--- src/rtl/sc_tx_pkg.sv ---
package sc_tx_pkg;
  typedef enum logic {
    S_IDLE  = 1'b0,
    S_FRAME = 1'b1
  } tx_state_e;
endpackage

--- src/rtl/sc_tx_parity.sv ---
module sc_tx_parity #(
  parameter int DATA_W = 8,
  parameter bit ODD    = 1'b0
) (
  input  logic [DATA_W-1:0] data_i,
  output logic              par_o
);
  assign par_o = (^data_i) ^ ODD;
endmodule

--- src/rtl/sc_tx_regs.sv ---
module sc_tx_regs #(
  parameter int DATA_W = 8
) (
  input  logic              clk_i,
  input  logic              rst_ni,
  input  logic              wr_en_i,
  input  logic              wr_sel_i,
  input  logic [DATA_W-1:0] wr_data_i,
  input  logic              load_i,
  input  logic              err_hit_i,
  output logic [DATA_W-1:0] tdr_o,
  output logic              pend_o,
  output logic              err_o
);
  logic data_wr, err_clr;

  assign data_wr = wr_en_i && !wr_sel_i;
  assign err_clr = wr_en_i && wr_sel_i && !wr_data_i[0];

  always_ff @(posedge clk_i or negedge rst_ni) begin
    if (!rst_ni) begin
      tdr_o  <= '0;
      pend_o <= 1'b0;
    end else if (data_wr) begin
      tdr_o  <= wr_data_i;
      pend_o <= 1'b1;
    end else if (load_i) begin
      pend_o <= 1'b0;
    end
  end

  // hardware set wins over software clear
  always_ff @(posedge clk_i or negedge rst_ni) begin
    if (!rst_ni)        err_o <= 1'b0;
    else if (err_hit_i) err_o <= 1'b1;
    else if (err_clr)   err_o <= 1'b0;
  end
endmodule

--- src/rtl/sc_tx_frame.sv ---
module sc_tx_frame
  import sc_tx_pkg::*;
#(
  parameter int DATA_W = 8,
  parameter int SPB    = 4
) (
  input  logic              clk_i,
  input  logic              rst_ni,
  input  logic              tick_i,
  input  logic              pend_i,
  input  logic [DATA_W-1:0] tdr_i,
  input  logic              sd_i,
  output logic              load_o,
  output logic              active_o,
  output logic              err_hit_o,
  output logic              drive_low_o
);
  localparam int NSLOT = DATA_W + 4;
  localparam int SW    = $clog2(NSLOT);
  localparam int UW    = (SPB > 1) ? $clog2(SPB) : 1;
  localparam logic [SW-1:0] LAST_DATA = SW'(DATA_W);
  localparam logic [SW-1:0] PAR_SLOT  = SW'(DATA_W + 1);
  localparam logic [SW-1:0] ERR_SLOT  = SW'(DATA_W + 2);
  localparam logic [SW-1:0] LAST_SLOT = SW'(DATA_W + 3);
  localparam logic [UW-1:0] MID_SUB   = UW'(SPB / 2);
  localparam logic [UW-1:0] LAST_SUB  = UW'(SPB - 1);

  tx_state_e         state_q;
  logic [SW-1:0]     slot_q;
  logic [UW-1:0]     sub_q;
  logic [DATA_W-1:0] tsr_q;
  logic [DATA_W-1:0] tsr_shift;
  logic              err_seen_q;
  logic              par;
  logic              bit_end, frame_end, retry;

  sc_tx_parity #(.DATA_W(DATA_W), .ODD(1'b0)) u_par (
    .data_i (tsr_q),
    .par_o  (par)
  );

  assign bit_end   = tick_i && (sub_q == LAST_SUB);
  assign frame_end = (state_q == S_FRAME) && bit_end && (slot_q == LAST_SLOT);
  assign retry     = frame_end && err_seen_q;
  assign load_o    = tick_i && pend_i &&
                     ((state_q == S_IDLE) || (frame_end && !err_seen_q));
  assign err_hit_o = (state_q == S_FRAME) && tick_i && (slot_q == ERR_SLOT) &&
                     (sub_q == MID_SUB) && !sd_i;
  assign active_o  = (state_q == S_FRAME);

  always_ff @(posedge clk_i or negedge rst_ni) begin
    if (!rst_ni) begin
      state_q    <= S_IDLE;
      slot_q     <= '0;
      sub_q      <= '0;
      tsr_q      <= '0;
      err_seen_q <= 1'b0;
    end else if (load_o) begin
      state_q    <= S_FRAME;
      slot_q     <= '0;
      sub_q      <= '0;
      tsr_q      <= tdr_i;
      err_seen_q <= 1'b0;
    end else if (retry) begin
      slot_q     <= '0;
      sub_q      <= '0;
      err_seen_q <= 1'b0;
    end else if (frame_end) begin
      state_q    <= S_IDLE;
    end else if ((state_q == S_FRAME) && tick_i) begin
      if (bit_end) begin
        sub_q  <= '0;
        slot_q <= slot_q + SW'(1);
      end else begin
        sub_q  <= sub_q + UW'(1);
      end
      if (err_hit_o) err_seen_q <= 1'b1;
    end
  end

  assign tsr_shift = tsr_q >> (slot_q - SW'(1));

  always_comb begin
    drive_low_o = 1'b0;
    if (state_q == S_FRAME) begin
      if (slot_q == '0)             drive_low_o = 1'b1;
      else if (slot_q <= LAST_DATA) drive_low_o = ~tsr_shift[0];
      else if (slot_q == PAR_SLOT)  drive_low_o = ~par;
    end
  end
endmodule

--- src/rtl/sc_tx_top.sv ---
module sc_tx_top #(
  parameter int DATA_W = 8,
  parameter int SPB    = 4
) (
  input  logic              clk_i,
  input  logic              rst_ni,
  input  logic              bit_tick_i,
  input  logic              wr_en_i,
  input  logic              wr_sel_i,
  input  logic [DATA_W-1:0] wr_data_i,
  input  logic              tx_ie_i,
  input  logic              err_ie_i,
  input  logic              sd_i,
  output logic              sd_drive_low_o,
  output logic              tdre_o,
  output logic              tend_o,
  output logic              err_o,
  output logic              txi_o,
  output logic              eri_o
);
  logic [DATA_W-1:0] tdr;
  logic pend, load, active, err_hit;

  sc_tx_regs #(.DATA_W(DATA_W)) u_regs (
    .clk_i     (clk_i),
    .rst_ni    (rst_ni),
    .wr_en_i   (wr_en_i),
    .wr_sel_i  (wr_sel_i),
    .wr_data_i (wr_data_i),
    .load_i    (load),
    .err_hit_i (err_hit),
    .tdr_o     (tdr),
    .pend_o    (pend),
    .err_o     (err_o)
  );

  sc_tx_frame #(.DATA_W(DATA_W), .SPB(SPB)) u_frame (
    .clk_i       (clk_i),
    .rst_ni      (rst_ni),
    .tick_i      (bit_tick_i),
    .pend_i      (pend),
    .tdr_i       (tdr),
    .sd_i        (sd_i),
    .load_o      (load),
    .active_o    (active),
    .err_hit_o   (err_hit),
    .drive_low_o (sd_drive_low_o)
  );

  // completion and empty share one condition: nothing waiting, nothing on the wire
  assign tdre_o = !pend && !active;
  assign tend_o = !pend && !active;
  assign txi_o  = tend_o && tx_ie_i;
  assign eri_o  = err_o && err_ie_i;
endmodule

--- config.mk ---
export PLATFORM = sky130hd
export DESIGN_NAME = sc_tx_top
export DESIGN_NICKNAME = d
export VERILOG_FILES = /design/src/rtl/sc_tx_pkg.sv /design/src/rtl/sc_tx_parity.sv /design/src/rtl/sc_tx_regs.sv /design/src/rtl/sc_tx_frame.sv /design/src/rtl/sc_tx_top.sv
export SDC_FILE = /design/constraint.sdc
export NUM_CORES = 1
export LEC_CHECK = 0
export CAP_MARGIN = 20
export CORE_MARGIN = 2
export CORE_UTILIZATION = 30
export CTS_CLUSTER_DIAMETER = 200
export DETAILED_ROUTE_END_ITERATION = 10
export SYNTH_ARGS = -nofsm -noshare
export SYNTH_HDL_FRONTEND = slang
export SYNTH_HIERARCHICAL = 1
export SYNTH_SLANG_ARGS = --single-unit
export TNS_END_PERCENT = 20
--- constraint.sdc ---
create_clock -name clk_i -period 2.05 [get_ports clk_i]
set_input_delay 0.615 -clock clk_i [delete_from_list [all_inputs] [get_ports clk_i]]
set_output_delay 0.615 -clock clk_i [all_outputs]
set_load 0.01 [all_outputs]
==> out/results.ini, run 1 <==
[status]
status = complete, but fails checks
violations = negative setup slack

[power_and_ir_drop]
finalPower_mw = 2.33
p_leak_nw = 0.963
vdd_ir_drop_max_mv = 0.495
power.density_nw_per_um2 = 1170

[clocking]
htree_levels = 1
cts-root-buf = clkbuf_8
cts_buffer_depth = 2
clkLatencyLatePin_ps = 270
numCtsBuffers = 3
cts_hold_buf = 0
cts_tree = done
path_clk_slew_ps = 100
clkSinkCount = 26

[floorplan]
ios = 22
fp.dieW_um = 75.1
core_um2 = 4790
num_rows = 25
die_area_um2 = 5640
start_util_pct = 31.7
die_y_um = 75.1

[hold_path]
hold_class = reg -> reg
hold_start = u_regs/tdr_o[7]$_DFFE_PN0P_

[yosys]
syn_area_um2 = 1520
yosysSeqAreaShare_pct = 42.9
yosys.area.top_type = dfrtp_1
synth_edf_count = 0
ys_types = 42
synthArstFlopShare_pct = 100
synth_area_per_cell_um2 = 12.1
yosysWarningCount = 6
syn_nets = 148
synthFlopType = dfrtp_1
synth_area_leaders = dfrtp_1, mux2_4, mux2_2
synth_top_area_share_pct = 42.9
ys_ff_latch = 26
synthCells = 125

[job]
max_cap_violations = 0

[drt]
wl_mm = 2.94
remaining_drc_errors = 0
first_pass_iters = 4
viasPerCell = 4.53
via_count = 1041
wl_per_cell_um = 12.8
ant_nets = 0
drt-initial-drc-count = 18

[critical_path]
path_class = reg -> out
worst_ep_arrival_time_ps = 1760
crit_fanout = 3
worst-r2r-setup-slack_ps = 110
cp-startpoint = u_frame/slot_q[0]$_DFFE_PN0P_
cp-start-kind = register
crit_path_end_kind = primary output
r2r-start = u_frame/slot_q[0]$_DFFE_PN0P_
cp.required_ps = 1430

[finish]
regArea_um2 = 652
final_nets = 187
multi_input_area_um2 = 816
fin_util_pct = 41.7
fillers = 452
drive_above_1_share_pct = 36.8
area_growth_pct = 31.4
diodes = 0
instances_no_fill = 230

[placement]
post-place-cells = 223
port_buffers = 21
globalplace.congestion = 0.821
place_hpwl_mm = 2.29

[sta]
fmax_ghz = 0.421
fin_ws_ps = -323
post-route-period-util_pct = 116
clock_skew_ps = 11.3
period_minus_slack_ps = 2370
relSlewSlack_pct = 69.7
slew_viol_final = 0
rsz0062_at_grt = true
hold_viol_final = 0
setup_violations = 1
worst_pin_slew_ps = 453

[global_route]
grt_pass1_wl_mm = 5.06
antenna_found_initial = 0
grt_pass1_vias = 1086
grt_max_degree = 27
grt_overflow = 0
track_usage_pct = 11.5

-- placed cells by master, fill, tap and decap left out, types with 4 or more instances in the layout --
cell              n
mux2_2            8
clkbuf_8          4
o21ai_0           4
xnor2_1           7
ha_1              5
a21oi_1           6
inv_1             9
dfrtp_1          25
mux2_4            8
buf_4            18
nor2_1            4
nand2_1           5
clkdlybuf4s50_1  16
-- path summary, 6_finish.rpt --
kind / end / cells after the start
worst max-delay path: sd_drive_low_o / 6
min in group asynchronous: u_frame/sub_q[1]$_DFFE_PN0P_ / 2
worst min register to register: u_regs/tdr_o[7]$_DFFE_PN0P_ / 1
worst max register to register: u_frame/slot_q[1]$_DFFE_PN0P_ / 7
worst min-delay path: u_regs/tdr_o[7]$_DFFE_PN0P_ / 1
max in group asynchronous: u_frame/active_o$_DFFE_PN0P_ / 2
-- final cells by class --
type / count / share of cell area [%]
sequential: 26 / 32.7
multi-input combinational: 82 / 40.9
inverter: 11 / 2.07
timing repair buffer: 40 / 17.4
tap: 67 / 4.20
clock buffer: 4 / 2.76
-- worst max-delay path: stages (launching register included) --
cell     delay [ps]
dfrtp_1         390
inv_2            70
ha_4            270
mux4_2          280
mux2i_1         150
o211a_1         180
buf_2           130
-- registers in the layout, indices dropped and copies added (netlist names) --
register / cells
u_frame/tsr_q: 8
u_regs/tdr_o: 8
u_frame/slot_q: 4
u_frame/sub_q: 2
u_frame/active_o: 1
u_frame/err_seen_q: 1
u_regs/err_o: 1
u_regs/pend_o: 1
-- kinds of logic (layout without fill, tap and decap cells) --
family	after synthesis	in the layout	share of synthesized area [%]
adders and majority gates	7	7	5.77
DFF	26	26	42.9
buffers and inverters	17	55	5.44
AOI/OAI and AO/OA	25	25	12.0
muxes	20	20	18.2
and+or+nand+nor	22	22	11.0
xor gates and xnor gates	8	8	4.62
-- routing by layer --
layer | GRT usage, % | vias to the layer above | routed length [um]
li1 | - | 513 | -
met1 | 15.6 | 501 | 1370
met2 | 19.6 | 23 | 1440
met3 | 1.87 | 4 | 100
met4 | 2.38 | 0 | 21
met5 | 0 | - | 0
-- synthesized netlist by cell type (2+ instances only) --
cell type / count
nor3_1: 2
inv_1: 11
ha_1: 7
mux4_2: 2
a31oi_1: 2
o21ai_0: 4
a21oi_1: 6
buf_2: 3
dfrtp_1: 26
mux2_4: 8
nor2_1: 4
xnor2_1: 7
o21ai_1: 2
nand2_1: 5
mux2_2: 8
buf_4: 2
-- through the flow --
stage	setup slack [ps]	hold WS [ps]	cell area (um2)	setup TNS (ps)
6_report	-323	509	1990	-323
5_1_grt	-400	533	1990	-416
4_1_cts	-306	516	1970	-306
3_5_place_dp	-456	495	1900	-1040
3_3_place_gp	-413	491	1900	-993
2_1_floorplan	15.4	319	1540	0
-- power by group --
| group | internal, mW | total [mW] | switching [mW] |
|---|---|---|---|
| clock network | 0.172 | 0.332 | 0.160 |
| logic | 0.695 | 1.19 | 0.491 |
| registers | 0.663 | 0.811 | 0.148 |
-- what timing repair did --
| item | 4_1_cts | 5_1_grt |
|---|---|---|
| pin swaps | 3 | 3 |
| setup endpoints to repair | 5 | 5 |
| gates resized for setup | 13 | 6 |
| setup buffers | 2 | 1 |
Power figures use the tool's default switching activity.
==> run 2: changes to the inputs <==
CORE_ASPECT_RATIO = 1.5   (was unset)
==> out/results.ini, run 2 (synthesis results as in run 1) <==
[finish]
layout.cells.most_common_list = dfrtp_1, buf_4, clkdlybuf4s50_1
fin_area_um2 = 1980
final_common_cell = dfrtp_1
drive_above_1_share_pct = 35.0
fillers = 482
diodes = 0
top_regs = u_frame/tsr_q: 8 flops, u_regs/tdr_o: 8 flops, u_frame/slot_q: 4 flops
final_nets = 187
area_growth_pct = 30.3

[clocking]
cts-root-buf = clkbuf_8
cts_buffer_depth = 2
clkSinkCount = 26
cts_hold_buf = 0
numCtsBuffers = 3
path_clk_slew_ps = 90
cts_tree = done
htree_levels = 1
clkLatencyLatePin_ps = 260

[global_route]
grt_overflow = 0
grt_pass1_vias = 1081
grt_pass1_wl_mm = 4.84
grt_max_degree = 27
antenna_found_initial = 0
track_usage_pct = 11.1

[status]
status = complete, but fails checks
violations = negative setup slack

[sta]
hold_ws_ps = 513
relSlewSlack_pct = 74.8
clock_skew_ps = 6.55
period_minus_slack_ps = 2400
fmax_ghz = 0.416
post-route-period-util_pct = 117
worst_pin_slew_ps = 377
setup_tns_ps = -355
hold_viol_final = 0
setup_violations = 1
fin_ws_ps = -355
rsz0062_at_grt = true
slew_viol_final = 0

[power_and_ir_drop]
seqPwrFrac_pct = 35.6
vdd_ir_drop_max_mv = 0.399
p_leak_nw = 0.945
power.density_nw_per_um2 = 1150
finalPower_mw = 2.28
swShare_pct = 33.6
combPwrFrac_pct = 50.3
p_clk_share_pct = 14.1
p_switching_mw = 0.765
internal_power_mw = 1.51

[hold_path]
hold_class = reg -> reg

[floorplan]
die_area_um2 = 5660
start_util_pct = 31.3
ios = 22
core_um2 = 4850
die_y_um = 91.1
fp.dieW_um = 62.1
num_rows = 31

[drt]
wl_per_cell_um = 12.9
remaining_drc_errors = 0
viasPerCell = 4.67
ant_nets = 0
wl_mm = 2.95
via_count = 1069
first_pass_iters = 4
drt-initial-drc-count = 26

[placement]
globalplace.congestion = 0.762
dpl-instance-area_um2 = 1920
port_buffers = 21
place_hpwl_mm = 2.33

[critical_path]
cpLargestDelayFamily = compound AO/OA/AOI/OAI gates
crit_path_end_kind = primary output
cp.required_ps = 1430
crit_path_top_delay_cell = dfrtp_1
path_common_cell = a21oi_1
path_class = reg -> out
crit_fanout = 4
path_cells = inv_2 -> buf_4 -> ha_2 -> o21bai_1 -> a21oi_1 -> a21oi_1 -> o211a_1 -> buf_2
worst-r2r-setup-slack_ps = 140
slowest_delay_ps = 420
crit_buf_inv = 3
cp-start-kind = register
worst_ep_arrival_time_ps = 1790

[job]
max_cap_violations = 0

==> run 2: through the flow <==
stage               setup WS [ps]  cells  util, %
finish                       -355    229     40.8
global route                 -472    229     40.8
CTS                          -353    228     40.5
detailed placement           -460    224     39.5
global placement             -401    224     39.5
floorplan                    15.4    125        -
==> run 2: path summary, 6_finish.rpt <==
path / start / endpoint / cells after the start
max: u_frame/slot_q[0]$_DFFE_PN0P_ / sd_drive_low_o / 8
min: u_regs/tdr_o[1]$_DFFE_PN0P_ / u_frame/tsr_q[1]$_DFFE_PN0P_ / 1
max reg2reg: u_frame/slot_q[0]$_DFFE_PN0P_ / u_frame/slot_q[3]$_DFFE_PN0P_ / 6
min reg2reg: u_regs/tdr_o[1]$_DFFE_PN0P_ / u_frame/tsr_q[1]$_DFFE_PN0P_ / 1
max in group asynchronous: rst_ni / u_frame/active_o$_DFFE_PN0P_ / 2
min in group asynchronous: rst_ni / u_regs/tdr_o[7]$_DFFE_PN0P_ / 2
==> run 2: worst register-to-register path, delay by kind of cell, from the launching register on <==
kind                     cells  cell delay (ps)
flip-flops                   1              420
AND/OR/NAND/NOR              1              180
adder cells (fa/ha/maj)      1              250
buffers and inverters        1              160
AO/OA/AOI/OAI                3              790
==> run 2: final cells by class <==
type,instances,area [um2],area share [%]
Clock buffer,4,55.1,2.78
Inverter,11,41.3,2.09
Sequential cell,26,652,33.0
Multi-Input combinational cell,82,800,40.4
Tap cell,66,82.6,4.17
Timing Repair Buffer,40,348,17.6
==> run 2: power by group through the flow <==
stage,clock network [mW],registers (mW),logic [mW]
floorplan,0,0.784,0.802
global placement,0,0.810,1.12
detailed placement,0,0.818,1.16
CTS,0.332,0.809,1.15
global route,0.353,0.833,1.26
finish,0.321,0.809,1.15
==> run 2: metal layers <==
metal | global-route usage, % | vias to the layer above | part of all wire, %
li1 | - | 515 | -
met1 | 14.0 | 523 | 41
met2 | 18.8 | 27 | 53
met3 | 1.71 | 4 | 4.5
met4 | 3.37 | 0 | 1.3
met5 | 0 | - | 0
==> run 2: what timing repair did <==
| action | CTS | global route |
|---|---|---|
| setup buffers | 0 | 1 |
| pin swaps | 2 | 0 |
| resized for setup | 12 | 3 |
| endpoints found under the setup margin | 4 | 3 |
==> run 3: changes to the inputs <==
CAP_MARGIN = 40   (was 20)
CORE_UTILIZATION = 40   (was 30)
==> out/results.ini, run 3 (synthesis results as in run 1) <==
[critical_path]
slowest_delay_ps = 430
worst_ep_arrival_time_ps = 1770
cp.required_ps = 1430
path_class = reg -> out
crit_path_end_kind = primary output
crit_fanout = 4
cp-start-kind = register
path_common_cell = a21oi_1
crit_path_top_delay_cell = dfrtp_1
path_cells = inv_2 -> buf_4 -> ha_2 -> o21bai_1 -> a21oi_1 -> a21oi_1 -> o211a_1 -> buf_2

[clocking]
numCtsBuffers = 3
path_clk_slew_ps = 90
cts_hold_buf = 0
clkSinkCount = 26
post_cts_buffers = 0
clkLatencyLatePin_ps = 280
cts-root-buf = clkbuf_8
htree_levels = 1
cts_buffer_depth = 2
cts_tree = done

[sta]
worst_pin_slew_ps = 373
slew_viol_final = 0
fmax_ghz = 0.419
rsz0062_at_grt = true
hold_viol_final = 0
post-route-period-util_pct = 116
relSlewSlack_pct = 75.1
period_minus_slack_ps = 2390
setup_tns_ps = -336
clock_skew_ps = 2.64
fin_ws_ps = -336
setup_violations = 1

[global_route]
grt_max_degree = 27
track_usage_pct = 15.5
grt_pass1_wl_mm = 4.91
grt_pass1_vias = 1093
grt_overflow = 0
antenna_found_initial = 0

[floorplan]
core_um2 = 3650
ios = 22
start_util_pct = 41.6
die_y_um = 79.4
fp.dieW_um = 54.3
die_area_um2 = 4310
num_rows = 27

[hold_path]
hold_class = reg -> reg

[drt]
ant_nets = 0
first_pass_iters = 4
via_count = 1058
viasPerCell = 5.16
wl_per_cell_um = 14.1
remaining_drc_errors = 0
wl_mm = 2.89
drt-initial-drc-count = 13

[job]
max_cap_violations = 0

[status]
status = complete, but fails checks
violations = negative setup slack

[placement]
dpl-instance-area_um2 = 1900
globalplace.congestion = 0.761
port_buffers = 21
place_hpwl_mm = 2.22
pre_cts_ws_ps = -445
post-place-cells = 201

[finish]
drive_above_1_share_pct = 34.0
area_growth_pct = 29.8
final_nets = 186
instances_no_fill = 205
top_regs = u_frame/tsr_q: 8 flops, u_regs/tdr_o: 8 flops, u_frame/slot_q: 4 flops
final_common_cell = dfrtp_1
fin_area_um2 = 1970
layout.cells.most_common_list = dfrtp_1, clkdlybuf4s50_1, buf_4
diodes = 0

[power_and_ir_drop]
p_leak_nw = 0.950
vdd_ir_drop_max_mv = 0.627
power.density_nw_per_um2 = 1200
finalPower_mw = 2.36

==> run 3: final cells by class <==
class                           count  area (um2)
Multi-Input combinational cell     82         800
Tap cell                           43        53.8
Inverter                           11        41.3
Sequential cell                    26         651
Clock inverter                      1        30.0
Fill cell                         336        1680
Timing Repair Buffer               39         353
Clock buffer                        3        41.3
==> run 3: final timing paths <==
check	startpoint	cells after the start	slack (ps)	end
worst max register to register	u_frame/slot_q[0]$_DFFE_PN0P_	6	160	u_frame/slot_q[3]$_DFFE_PN0P_
worst max-delay path	u_frame/slot_q[0]$_DFFE_PN0P_	8	-340	sd_drive_low_o
worst min-delay path	u_regs/tdr_o[5]$_DFFE_PN0P_	1	520	u_regs/tdr_o[5]$_DFFE_PN0P_
max in group asynchronous	rst_ni	2	1090	u_frame/sub_q[1]$_DFFE_PN0P_
min in group asynchronous	rst_ni	2	700	u_frame/slot_q[1]$_DFFE_PN0P_
worst min register to register	u_regs/tdr_o[5]$_DFFE_PN0P_	1	520	u_regs/tdr_o[5]$_DFFE_PN0P_
==> run 3: metal layers <==
layer,vias to the layer above,part of all wire [%],track usage [%]
li1,513,-,-
met4,0,1.5,6.00
met2,19,53,26.7
met1,522,42,18.3
met3,4,3.7,2.81
met5,-,0,0
==> run 3: through the flow <==
step           hold WS (ps)  utilization (%)
2_1_floorplan           319                -
3_3_place_gp            492             52.1
3_5_place_dp            497             52.1
4_1_cts                 522             54.0
5_1_grt                 544             54.0
6_report                520             54.0
==> run 3: timing repair <==
action,in CTS,in global routing
endpoints found under the hold margin,0,0
setup endpoints to repair,5,4
pin swaps,2,0
gates resized for setup,11,3
==> run 3: power by group <==
group	switching, mW	internal (mW)	leakage, nW	total (mW)
Combinational	0.464	0.659	0.601	1.12
Clock	0.170	0.262	0.0357	0.431
Sequential	0.139	0.663	0.313	0.802
Total	0.772	1.58	0.950	2.36
==> run 3: worst max-delay path, delay by kind of cell, from the launching register on <==
family,cells,cell delay [ps]
AO/OA/AOI/OAI,4,540
flip-flops,1,430
buffers and inverters,3,340
adder cells (fa/ha/maj),1,180
